==> config.mk <==
export PLATFORM = sky130hd
export DESIGN_NAME = ohb_persist_filter
export DESIGN_NICKNAME = d
export VERILOG_FILES = /design/src/rtl/ohbf_pkg.sv /design/src/rtl/ohbf_ctrl.sv /design/src/rtl/ohbf_datapath.sv /design/src/rtl/ohb_persist_filter.sv
export SDC_FILE = /design/constraint.sdc
export NUM_CORES = 1
export LEC_CHECK = 0
export ABC_CLOCK_PERIOD_IN_PS = 3320
export CORE_ASPECT_RATIO = 0.7
export CORE_MARGIN = 2
export CORE_UTILIZATION = 50
export DETAILED_ROUTE_END_ITERATION = 8
export PLACE_DENSITY = 0.77
export SYNTH_ARGS = -nofsm -noshare
export SYNTH_HDL_FRONTEND = slang
export SYNTH_SLANG_ARGS = --single-unit
==> constraint.sdc <==
create_clock -name clk -period 3.32 [get_ports clk]
set_input_delay 0.664 -clock clk [delete_from_list [all_inputs] [get_ports clk]]
set_output_delay 0.664 -clock clk [all_outputs]
set_load 0.05 [all_outputs]
==> src/rtl/ohbf_pkg.sv <==
package ohbf_pkg;
  localparam int FIELD_N = 3;
  localparam int F_PROT  = 0;
  localparam int F_SYNC  = 1;
  localparam int F_LABEL = 2;

  // datapath -> control: comparison results for the current inputs
  typedef struct packed {
    logic [FIELD_N-1:0] sameAsLast;
    logic [FIELD_N-1:0] diffFromReg;
  } cmp_t;

  // control -> datapath: strobes
  typedef struct packed {
    logic               capture;
    logic [FIELD_N-1:0] load;
  } strobe_t;
endpackage

==> src/rtl/ohbf_ctrl.sv <==
module ohbf_ctrl
  import ohbf_pkg::*;
#(
  parameter int PROT_DEPTH  = 3,
  parameter int SYNC_DEPTH  = 3,
  parameter int LABEL_SHORT = 3,
  parameter int LABEL_LONG  = 5
) (
  input  logic    clk,
  input  logic    rstN,
  input  logic    frameStrobe,
  input  logic    labelLongSel,
  input  cmp_t    cmp,
  output strobe_t ctl
);
  localparam int MAX_A = (PROT_DEPTH > SYNC_DEPTH) ? PROT_DEPTH : SYNC_DEPTH;
  localparam int MAX_B = (LABEL_SHORT > LABEL_LONG) ? LABEL_SHORT : LABEL_LONG;
  localparam int MAX_D = (MAX_A > MAX_B) ? MAX_A : MAX_B;
  localparam int CNT_W = $clog2(MAX_D + 1);

  logic [FIELD_N-1:0] loadVec;

  for (genvar i = 0; i < FIELD_N; i++) begin : g_field
    logic [CNT_W-1:0] cnt;
    logic [CNT_W-1:0] thr;
    logic [CNT_W-1:0] nextCnt;
    logic             same;

    if (i == F_LABEL) begin : g_thrLabel
      assign thr = labelLongSel ? CNT_W'(LABEL_LONG) : CNT_W'(LABEL_SHORT);
    end else if (i == F_SYNC) begin : g_thrSync
      assign thr = CNT_W'(SYNC_DEPTH);
    end else begin : g_thrProt
      assign thr = CNT_W'(PROT_DEPTH);
    end

    always_comb begin
      same = cmp.sameAsLast[i] && (cnt != '0);
      if (!same)          nextCnt = CNT_W'(1);
      else if (cnt < thr) nextCnt = cnt + CNT_W'(1);
      else                nextCnt = thr;   // saturate
    end

    always_ff @(posedge clk) begin
      if (!rstN)            cnt <= '0;
      else if (frameStrobe) cnt <= nextCnt;
    end

    assign loadVec[i] = frameStrobe && (nextCnt >= thr) && cmp.diffFromReg[i];
  end

  assign ctl = '{capture: frameStrobe, load: loadVec};
endmodule

==> src/rtl/ohbf_datapath.sv <==
module ohbf_datapath
  import ohbf_pkg::*;
#(
  parameter int PROT_W  = 16,
  parameter int SYNC_W  = 8,
  parameter int LABEL_W = 8
) (
  input  logic               clk,
  input  logic               rstN,
  input  logic [PROT_W-1:0]  protWordIn,
  input  logic [SYNC_W-1:0]  syncStatusIn,
  input  logic [LABEL_W-1:0] sigLabelIn,
  input  logic [FIELD_N-1:0] evtClear,
  input  strobe_t            ctl,
  output cmp_t               cmp,
  output logic [PROT_W-1:0]  protWordReg,
  output logic [SYNC_W-1:0]  syncStatusReg,
  output logic [LABEL_W-1:0] sigLabelReg,
  output logic [FIELD_N-1:0] evtFlags
);
  logic [PROT_W-1:0]  lastProt;
  logic [SYNC_W-1:0]  lastSync;
  logic [LABEL_W-1:0] lastLabel;

  always_comb begin
    cmp.sameAsLast[F_PROT]   = (protWordIn   == lastProt);
    cmp.sameAsLast[F_SYNC]   = (syncStatusIn == lastSync);
    cmp.sameAsLast[F_LABEL]  = (sigLabelIn   == lastLabel);
    cmp.diffFromReg[F_PROT]  = (protWordIn   != protWordReg);
    cmp.diffFromReg[F_SYNC]  = (syncStatusIn != syncStatusReg);
    cmp.diffFromReg[F_LABEL] = (sigLabelIn   != sigLabelReg);
  end

  always_ff @(posedge clk) begin
    if (!rstN) begin
      lastProt  <= '0;
      lastSync  <= '0;
      lastLabel <= '0;
    end else if (ctl.capture) begin
      lastProt  <= protWordIn;
      lastSync  <= syncStatusIn;
      lastLabel <= sigLabelIn;
    end
  end

  always_ff @(posedge clk) begin
    if (!rstN) begin
      protWordReg   <= '0;
      syncStatusReg <= '0;
      sigLabelReg   <= '0;
    end else begin
      if (ctl.load[F_PROT])  protWordReg   <= protWordIn;
      if (ctl.load[F_SYNC])  syncStatusReg <= syncStatusIn;
      if (ctl.load[F_LABEL]) sigLabelReg   <= sigLabelIn;
    end
  end

  // set has priority over a coincident clear
  always_ff @(posedge clk) begin
    if (!rstN) evtFlags <= '0;
    else       evtFlags <= (evtFlags & ~evtClear) | ctl.load;
  end
endmodule

==> src/rtl/ohb_persist_filter.sv <==
module ohb_persist_filter
  import ohbf_pkg::*;
#(
  parameter int PROT_W      = 16,
  parameter int SYNC_W      = 8,
  parameter int LABEL_W     = 8,
  parameter int PROT_DEPTH  = 3,
  parameter int SYNC_DEPTH  = 3,
  parameter int LABEL_SHORT = 3,
  parameter int LABEL_LONG  = 5
) (
  input  logic               clk,
  input  logic               rstN,
  input  logic               frameStrobe,
  input  logic [PROT_W-1:0]  protWordIn,
  input  logic [SYNC_W-1:0]  syncStatusIn,
  input  logic [LABEL_W-1:0] sigLabelIn,
  input  logic               labelLongSel,
  input  logic [2:0]         evtClear,
  output logic [PROT_W-1:0]  protWordReg,
  output logic [SYNC_W-1:0]  syncStatusReg,
  output logic [LABEL_W-1:0] sigLabelReg,
  output logic [2:0]         evtFlags
);
  cmp_t    cmp;
  strobe_t ctl;

  ohbf_ctrl #(
    .PROT_DEPTH (PROT_DEPTH),
    .SYNC_DEPTH (SYNC_DEPTH),
    .LABEL_SHORT(LABEL_SHORT),
    .LABEL_LONG (LABEL_LONG)
  ) ctrl_i (
    .clk         (clk),
    .rstN        (rstN),
    .frameStrobe (frameStrobe),
    .labelLongSel(labelLongSel),
    .cmp         (cmp),
    .ctl         (ctl)
  );

  ohbf_datapath #(
    .PROT_W (PROT_W),
    .SYNC_W (SYNC_W),
    .LABEL_W(LABEL_W)
  ) dp_i (
    .clk          (clk),
    .rstN         (rstN),
    .protWordIn   (protWordIn),
    .syncStatusIn (syncStatusIn),
    .sigLabelIn   (sigLabelIn),
    .evtClear     (evtClear),
    .ctl          (ctl),
    .cmp          (cmp),
    .protWordReg  (protWordReg),
    .syncStatusReg(syncStatusReg),
    .sigLabelReg  (sigLabelReg),
    .evtFlags     (evtFlags)
  );
endmodule

==> out/metrics.yaml, run 1 <==
critical_path:
  cp_cell_sequence: "clkdlybuf4s50_1 > ha_1 > a21o_1 > a21oi_2 > nand2_1 > and3b_1 > ha_1 > o21a_1 > o221ai_1 > a41oi_1 > buf_4 > mux2i_1"
  rr_worst_depth: 11
  crit_type: "in2reg"
  critPathLaunchType: "input pin"
  reg2reg_from: "ctrl_i.g_field[2].cnt[1]$_SDFFE_PN0P_"
  end_kind: "register"
  worstPathArrival_ns: 3.35
  reg2reg_setup_slack_ns: 0.67
  slowest_delay_ns: 0.45
  cp_max_fo: 6
  crit_family: "compound AO/OA/AOI/OAI gates"
  reg2reg_to: "dp_i.sigLabelReg[1]$_SDFFE_PN0P_"
  cp_num_buf_inv: 2
  crit_path_frequent_cell: "ha_1"
  slowest_stage: "clkdlybuf4s50_1"
  crit_path_start: "labelLongSel"
  critPathRequiredTime_ns: 3.58
sta:
  rsz0062_at_grt: "no"
  fin_worst_skew_ns: 0.00841
  hold_ws_ns: 0.483
  timing.final.crit_share: 0.933
  timing.final.ws_setup_ns: 0.221
  tightest_slew_ns: 1.04
  relSlewSlack: 0.306
  fmax_mhz: 323
  finalSetupViolCount: 0
  slew_viol_final: 0
  hold_viol: 0
  min_period_ns: 3.10
worst_hold_path:
  holdPathStages: 2
  hp-start: "dp_i.protWordReg[4]$_SDFFE_PN0P_"
  holdPathEnd: "dp_i.protWordReg[4]$_SDFFE_PN0P_"
  holdCritPathClass: "reg2reg"
grt:
  antenna_found_initial: 0
  grt_use_total: 0.211
  grt_pass1_wl_um: 14400
  grt-ovfl-total: 0
  grt_max_degree: 71
  grt_pass1_vias: 3046
yosys:
  netlist.top_cell.by_area: "dfxtp_1"
  synth.area.top_cells: "dfxtp_1, mux2i_1, xor2_1"
  synth_edf_count: 0
  ys_seq_area_frac: 0.384
  postSynthCellCount: 430
  ys_async_sr_fraction: 0
  synth_ff_type: "dfxtp_1"
  syn_nets: 479
  synth_seq_cells: 76
  synthesis.area_mm2: 0.00396
  avgSynthCellArea_um2: 9.21
  ys_types: 40
  yosysWarnings: 0
  netlist.area_leader.share: 0.384
floorplan:
  die_w_um: 110
  initial_core_util: 0.510
  core_mm2: 0.00777
  dieArea_mm2: 0.00866
  num_rows: 27
  die_height_um: 78.4
  pin_count: 74
cells_and_area:
  final_util: 0.655
  regArea_mm2: 0.00152
  synthToLayoutAreaGrowth_pct: 28.5
  fill_cells: 651
  drive_gt1_frac: 0.0706
  final_common_cell: "dfxtp_1"
  stdcell_area_mm2: 0.00509
  most-common-layout-cells: "dfxtp_1, clkdlybuf4s50_1, nand2_1"
  nets: 555
  multi_input_comb_area_mm2: 0.00228
  diodes: 0
route:
  wl_per_cell_um: 14.4
  drt_iter0_drc: 116
  drcViolationCount: 0
  via_count: 3163
  dr.pass1.iters: 4
  routed_wl_um: 8780
  ant_nets: 0
  vias_per_cell: 5.18
placement:
  port_buffers: 73
  placed_area_mm2: 0.00479
  gp_congestion: 0.838
  hpwlAfterDp_um: 6180
  pre_cts_slack_ns: -0.222
clock_tree:
  cts.clk_slew.worst_paths_ns: 0.06
  clockRootBuffer: "clkbuf_16"
  cts_buffers: 9
  cts_tree: "done"
  cts_max_level: 3
  clkSinkCount: 76
  insertion_delay_ns: 0.33
  clock_path_buffers: 2
status:
  status: "finished, final reports clean"
pwr:
  vdd_drop_max_mv: 0.367
  p_total_mw: 2.22
  power.density_mw_per_mm2: 435
  p_leak_nw: 2.04
run:
  max-cap-violations: 0
==> worst register-to-register path, stage by stage, from the launching register on <==
cell and delay (ns):
dfxtp_1 0.39, ha_1 0.25, a21o_1 0.19, a21oi_2 0.23
nand2_1 0.11, and3b_1 0.18, ha_1 0.29, o21a_1 0.12
o221ai_1 0.11, a41oi_1 0.27, buf_4 0.23, mux2i_1 0.21
==> sequential cells by signal, indices dropped and copies added (netlist names) <==
signal	flops
dp_i.lastSync	8
dp_i.protWordReg	16
dp_i.sigLabelReg	8
dp_i.syncStatusReg	8
dp_i.lastProt	16
ctrl_i.g_field.cnt	9
dp_i.lastLabel	8
dp_i.evtFlags	3
==> area by class of cell <==
| class | instances | area share |
|---|---|---|
| well taps | 101 | 0.0248 |
| inverters | 10 | 0.00738 |
| flip-flops and latches | 76 | 0.299 |
| repair buffers | 87 | 0.162 |
| multi-input cells | 322 | 0.449 |
| clock inverters | 4 | 0.00984 |
| clock buffers | 11 | 0.0477 |
==> logic make-up after synthesis <==
logic type,Yosys count,synth area share
and+or+nand+nor,152,0.183
DFF,76,0.384
xor gates and xnor gates,65,0.146
muxes,64,0.162
buffers and inverters,32,0.0395
AOI/OAI and AO/OA,31,0.0537
adders and majority gates,10,0.0316
==> cells in the mapped netlist (2+ instances only) <==
cell type,count
o211ai_1,2
nand3_1,5
and3_1,3
mux2i_1,64
ha_1,10
dfxtp_1,76
nor2_1,34
nand4b_1,2
xnor2_1,28
clkbuf_1,14
buf_2,4
a21oi_1,14
inv_1,10
nor2b_1,3
o21ai_0,3
nor4_1,9
buf_4,2
nand2b_1,10
xor2_1,36
nand4_1,8
nand2_1,70
o21a_1,5
==> per-layer routing <==
metal  GRT usage  up-vias  part of all wire
li1            -     1600                 -
met1       0.294     1489              0.50
met2       0.325       64              0.46
met3      0.0623       10             0.041
met4      0.0463        0            0.0080
met5           0        -                 0
==> worst max-delay path by stage <==
stage	cells after the start	slack, ns	end
floorplan	11	0.58	dp_i.evtFlags[2]$_SDFF_PN0_
global placement	12	-0.01	dp_i.sigLabelReg[0]$_SDFFE_PN0P_
detailed placement	12	-0.22	dp_i.sigLabelReg[7]$_SDFFE_PN0P_
CTS	12	0.13	dp_i.sigLabelReg[7]$_SDFFE_PN0P_
global route	12	0.05	dp_i.sigLabelReg[0]$_SDFFE_PN0P_
finish	12	0.22	dp_i.sigLabelReg[1]$_SDFFE_PN0P_
==> timing repair <==
item | 4_1_cts | 5_1_grt
hold buffers | 0 | 0
setup buffers | 0 | 0
endpoints found under the setup margin | 0 | 6
resized for setup | 0 | 1
==> stage by stage <==
stage | TNS (ns) | std cells
6_report | 0 | 611
4_1_cts | 0 | 611
3_5_place_dp | -1.50 | 596
5_1_grt | 0 | 611
3_3_place_gp | -0.0514 | 596
2_1_floorplan | 0 | 430
==> where the power goes <==
part | leakage [nW] | internal, mW | switching, mW | total, mW
clock network | 0.138 | 0.597 | 0.366 | 0.963
logic | 1.28 | 0.136 | 0.151 | 0.287
registers | 0.620 | 0.942 | 0.0231 | 0.965
No activity file was read; power rests on OpenSTA's default activity.
==> inputs of run 2 (changes only) <==
--- a/config.mk
+++ b/config.mk
@@ -12,2 +12,4 @@
 export DETAILED_ROUTE_END_ITERATION = 8
+export GPL_TIMING_DRIVEN = 0
+export HOLD_SLACK_MARGIN = 0.02
 export PLACE_DENSITY = 0.77
==> constraint.sdc (replaced) <==
create_clock -name clk -period 3.32 [get_ports clk]
set_input_delay 0.332 -clock clk [delete_from_list [all_inputs] [get_ports clk]]
set_output_delay 0.332 -clock clk [all_outputs]
set_load 0.05 [all_outputs]
==> run 2 against run 1 <==
Routed wire length grew 8.1%. Clock power decreased by 4.0%. Setup slack gained 0.22 ns. Sequential power hardly changed. First-iteration DRC count up 49%. Register-to-register slack worse by 0.06 ns. Non-clock buffer count increased by 6. Cell area is 0.22% lower. Clock skew increased by 0.0012 ns. Sequential share of layout area up 0.066 points. Critical endpoint is now dp_i.sigLabelReg[7]$_SDFFE_PN0P_.
==> out/metrics.yaml, run 2 (synthesized netlist as in run 1, its figures left out) <==
grt:
  grt_pass1_wl_um: 15900  # was 14,400 µm
  grt_max_degree: 13  # was 71
  grt_use_total: 0.238  # was 0.211
  antenna_found_initial: 0  # unchanged
  grt_pass1_vias: 3261  # was 3,046
  grt-ovfl-total: 0  # unchanged
pwr:
  p_leak_nw: 2.02  # was 2.04 nW
  power.density_mw_per_mm2: 429  # was 435 mW/mm²
  p_total_mw: 2.18  # was 2.22 mW
  vdd_drop_max_mv: 0.253  # was 0.367 mV
clock_tree:
  cts.repair.resized: 0  # unchanged
  cts_buffers: 9  # unchanged
  clock_path_buffers: 2  # unchanged
  postCtsHoldBufs: 0  # unchanged
  clockRootBuffer: "clkbuf_16"  # unchanged
  cts_max_level: 3  # unchanged
  cts.clk_slew.worst_paths_ns: 0.06  # about the same
  clkSinkCount: 76  # unchanged
  insertion_delay_ns: 0.34  # was 0.33 ns
  cts_tree: "done"  # unchanged
  cts_setup_buffers: 0  # unchanged
floorplan:
  die_height_um: 78.4  # unchanged
  die_w_um: 110  # unchanged
  dieArea_mm2: 0.00866  # unchanged
  num_rows: 27  # unchanged
  pin_count: 74  # unchanged
  initial_core_util: 0.510  # unchanged
  core_mm2: 0.00777  # unchanged
route:
  via_count: 3276  # was 3,163
  ant_nets: 0  # unchanged
  drcViolationCount: 0  # unchanged
  drt_iter0_drc: 173  # was 116
  dr.pass1.iters: 4  # unchanged
  vias_per_cell: 5.30  # was 5.18
  routed_wl_um: 9490  # was 8780 µm
  wl_per_cell_um: 15.4  # was 14.4 µm
cells_and_area:
  synthToLayoutAreaGrowth_pct: 28.3  # was 28.5%
  fill_cells: 645  # was 651
  nets: 561  # was 555
  final_common_cell: "dfxtp_1"  # unchanged
  stdcell_count: 618  # was 611
  largestRegisters: "dp_i.lastProt: 16 flops, dp_i.protWordReg: 16 flops, ctrl_i.g_field.cnt: 9 flops"  # unchanged
  most-common-layout-cells: "dfxtp_1, clkdlybuf4s50_1, nand2_1"  # unchanged
  drive_gt1_frac: 0.0522  # was 0.0706
  diodes: 0  # unchanged
  stdcell_area_mm2: 0.00508  # was 0.00509 mm²
sta:
  min_period_ns: 2.88  # was 3.10 ns
  finalSetupViolCount: 0  # unchanged
  timing.final.crit_share: 0.868  # was 0.933
  hold_viol: 0  # unchanged
  slew_viol_final: 0  # unchanged
  fin_worst_skew_ns: 0.00962  # was 0.00841 ns
  rsz0062_at_grt: "no"  # unchanged
  fmax_mhz: 347  # was 323 MHz
  relSlewSlack: 0.559  # was 0.306
  fin_tns_setup_ns: 0  # unchanged
  tightest_slew_ns: 0.662  # was 1.04 ns
critical_path:
  end_kind: "register"  # unchanged
  reg2reg_setup_slack_ns: 0.61  # was 0.67 ns
  cp_max_fo: 9  # was 6
  crit_path_start: "labelLongSel"  # unchanged
  crit_type: "in2reg"  # unchanged
  worstPathArrival_ns: 3.14  # was 3.35 ns
  critPathLaunchType: "input pin"  # unchanged
  reg2reg_to: "dp_i.sigLabelReg[7]$_SDFFE_PN0P_"  # was dp_i.sigLabelReg[1]$_SDFFE_PN0P_
  endpoint: "dp_i.sigLabelReg[7]$_SDFFE_PN0P_"  # was dp_i.sigLabelReg[1]$_SDFFE_PN0P_
  critPathRequiredTime_ns: 3.58  # about the same
  reg2reg_from: "ctrl_i.g_field[2].cnt[1]$_SDFFE_PN0P_"  # unchanged
  rr_worst_depth: 11  # unchanged
placement:
  port_buffers: 71  # was 73
  placed_cells: 602  # was 596
  gp_congestion: 0.891  # was 0.838
  placed_area_mm2: 0.00480  # was 0.00479 mm²
  hpwlAfterDp_um: 6950  # was 6180 µm
status:
  status: "finished, final reports clean"  # unchanged
run:
  max-cap-violations: 0  # unchanged
worst_hold_path:
  holdCritPathClass: "in2reg"  # was reg2reg
## run 2: worst min-delay path by stage
stage                                                startpoint                                    end  cells past startpoint
after global routing                             protWordIn[11]      dp_i.protWordReg[11]$_SDFFE_PN0P_                      3
after global placement    ctrl_i.g_field[0].cnt[2]$_SDFFE_PN0P_  ctrl_i.g_field[0].cnt[2]$_SDFFE_PN0P_                      2
after detailed placement      dp_i.protWordReg[13]$_SDFFE_PN0P_      dp_i.protWordReg[13]$_SDFFE_PN0P_                      2
final                                            protWordIn[11]      dp_i.protWordReg[11]$_SDFFE_PN0P_                      3
after floorplan           ctrl_i.g_field[0].cnt[2]$_SDFFE_PN0P_  ctrl_i.g_field[0].cnt[2]$_SDFFE_PN0P_                      2
after CTS                                        protWordIn[11]      dp_i.protWordReg[11]$_SDFFE_PN0P_                      3
## run 2: metal layers
layer	wire, µm	vias to the layer above	track usage
li1	-	1620	-
met1	4390	1558	0.325
met2	4350	82	0.375
met3	612	16	0.0581
met4	140	0	0.0625
met5	0	-	0
## run 2: per-stage QoR
stage | setup WS, ns | hold WS (ns) | util
2_1_floorplan | 0.907 | 0.453 | -
3_3_place_gp | 0.222 | 0.465 | 0.617
3_5_place_dp | 0.110 | 0.477 | 0.617
4_1_cts | 0.448 | 0.321 | 0.653
5_1_grt | 0.317 | 0.341 | 0.653
6_report | 0.437 | 0.324 | 0.653
## run 2: report_power, final
| group | switching [mW] | leakage (nW) | total [mW] | internal, mW |
|---|---|---|---|---|
| Combinational | 0.156 | 1.26 | 0.286 | 0.130 |
| Clock | 0.377 | 0.136 | 0.924 | 0.547 |
| Sequential | 0.0228 | 0.620 | 0.965 | 0.942 |
## run 2: critical path, cell delays in order
cell and delay [ns]:
clkdlybuf4s50_1 0.56, ha_1 0.26, a21o_1 0.17, a21oi_1 0.31
nand2_1 0.13, and3b_1 0.19, ha_1 0.30, o21a_1 0.12
o221ai_1 0.11, a41oi_1 0.18, buf_4 0.24, mux2i_1 0.22
## run 2: area by class of cell
type | instances | area, µm² | share of cell area
clock inverters | 3 | 21.3 | 0.00419
repair buffers | 71 | 711 | 0.140
clock buffers | 13 | 260 | 0.0513
multi-input cells | 322 | 2280 | 0.449
inverters | 10 | 37.5 | 0.00739
flip-flops and latches | 76 | 1520 | 0.300
well taps | 101 | 126 | 0.0249
plain buffers | 22 | 119 | 0.0234
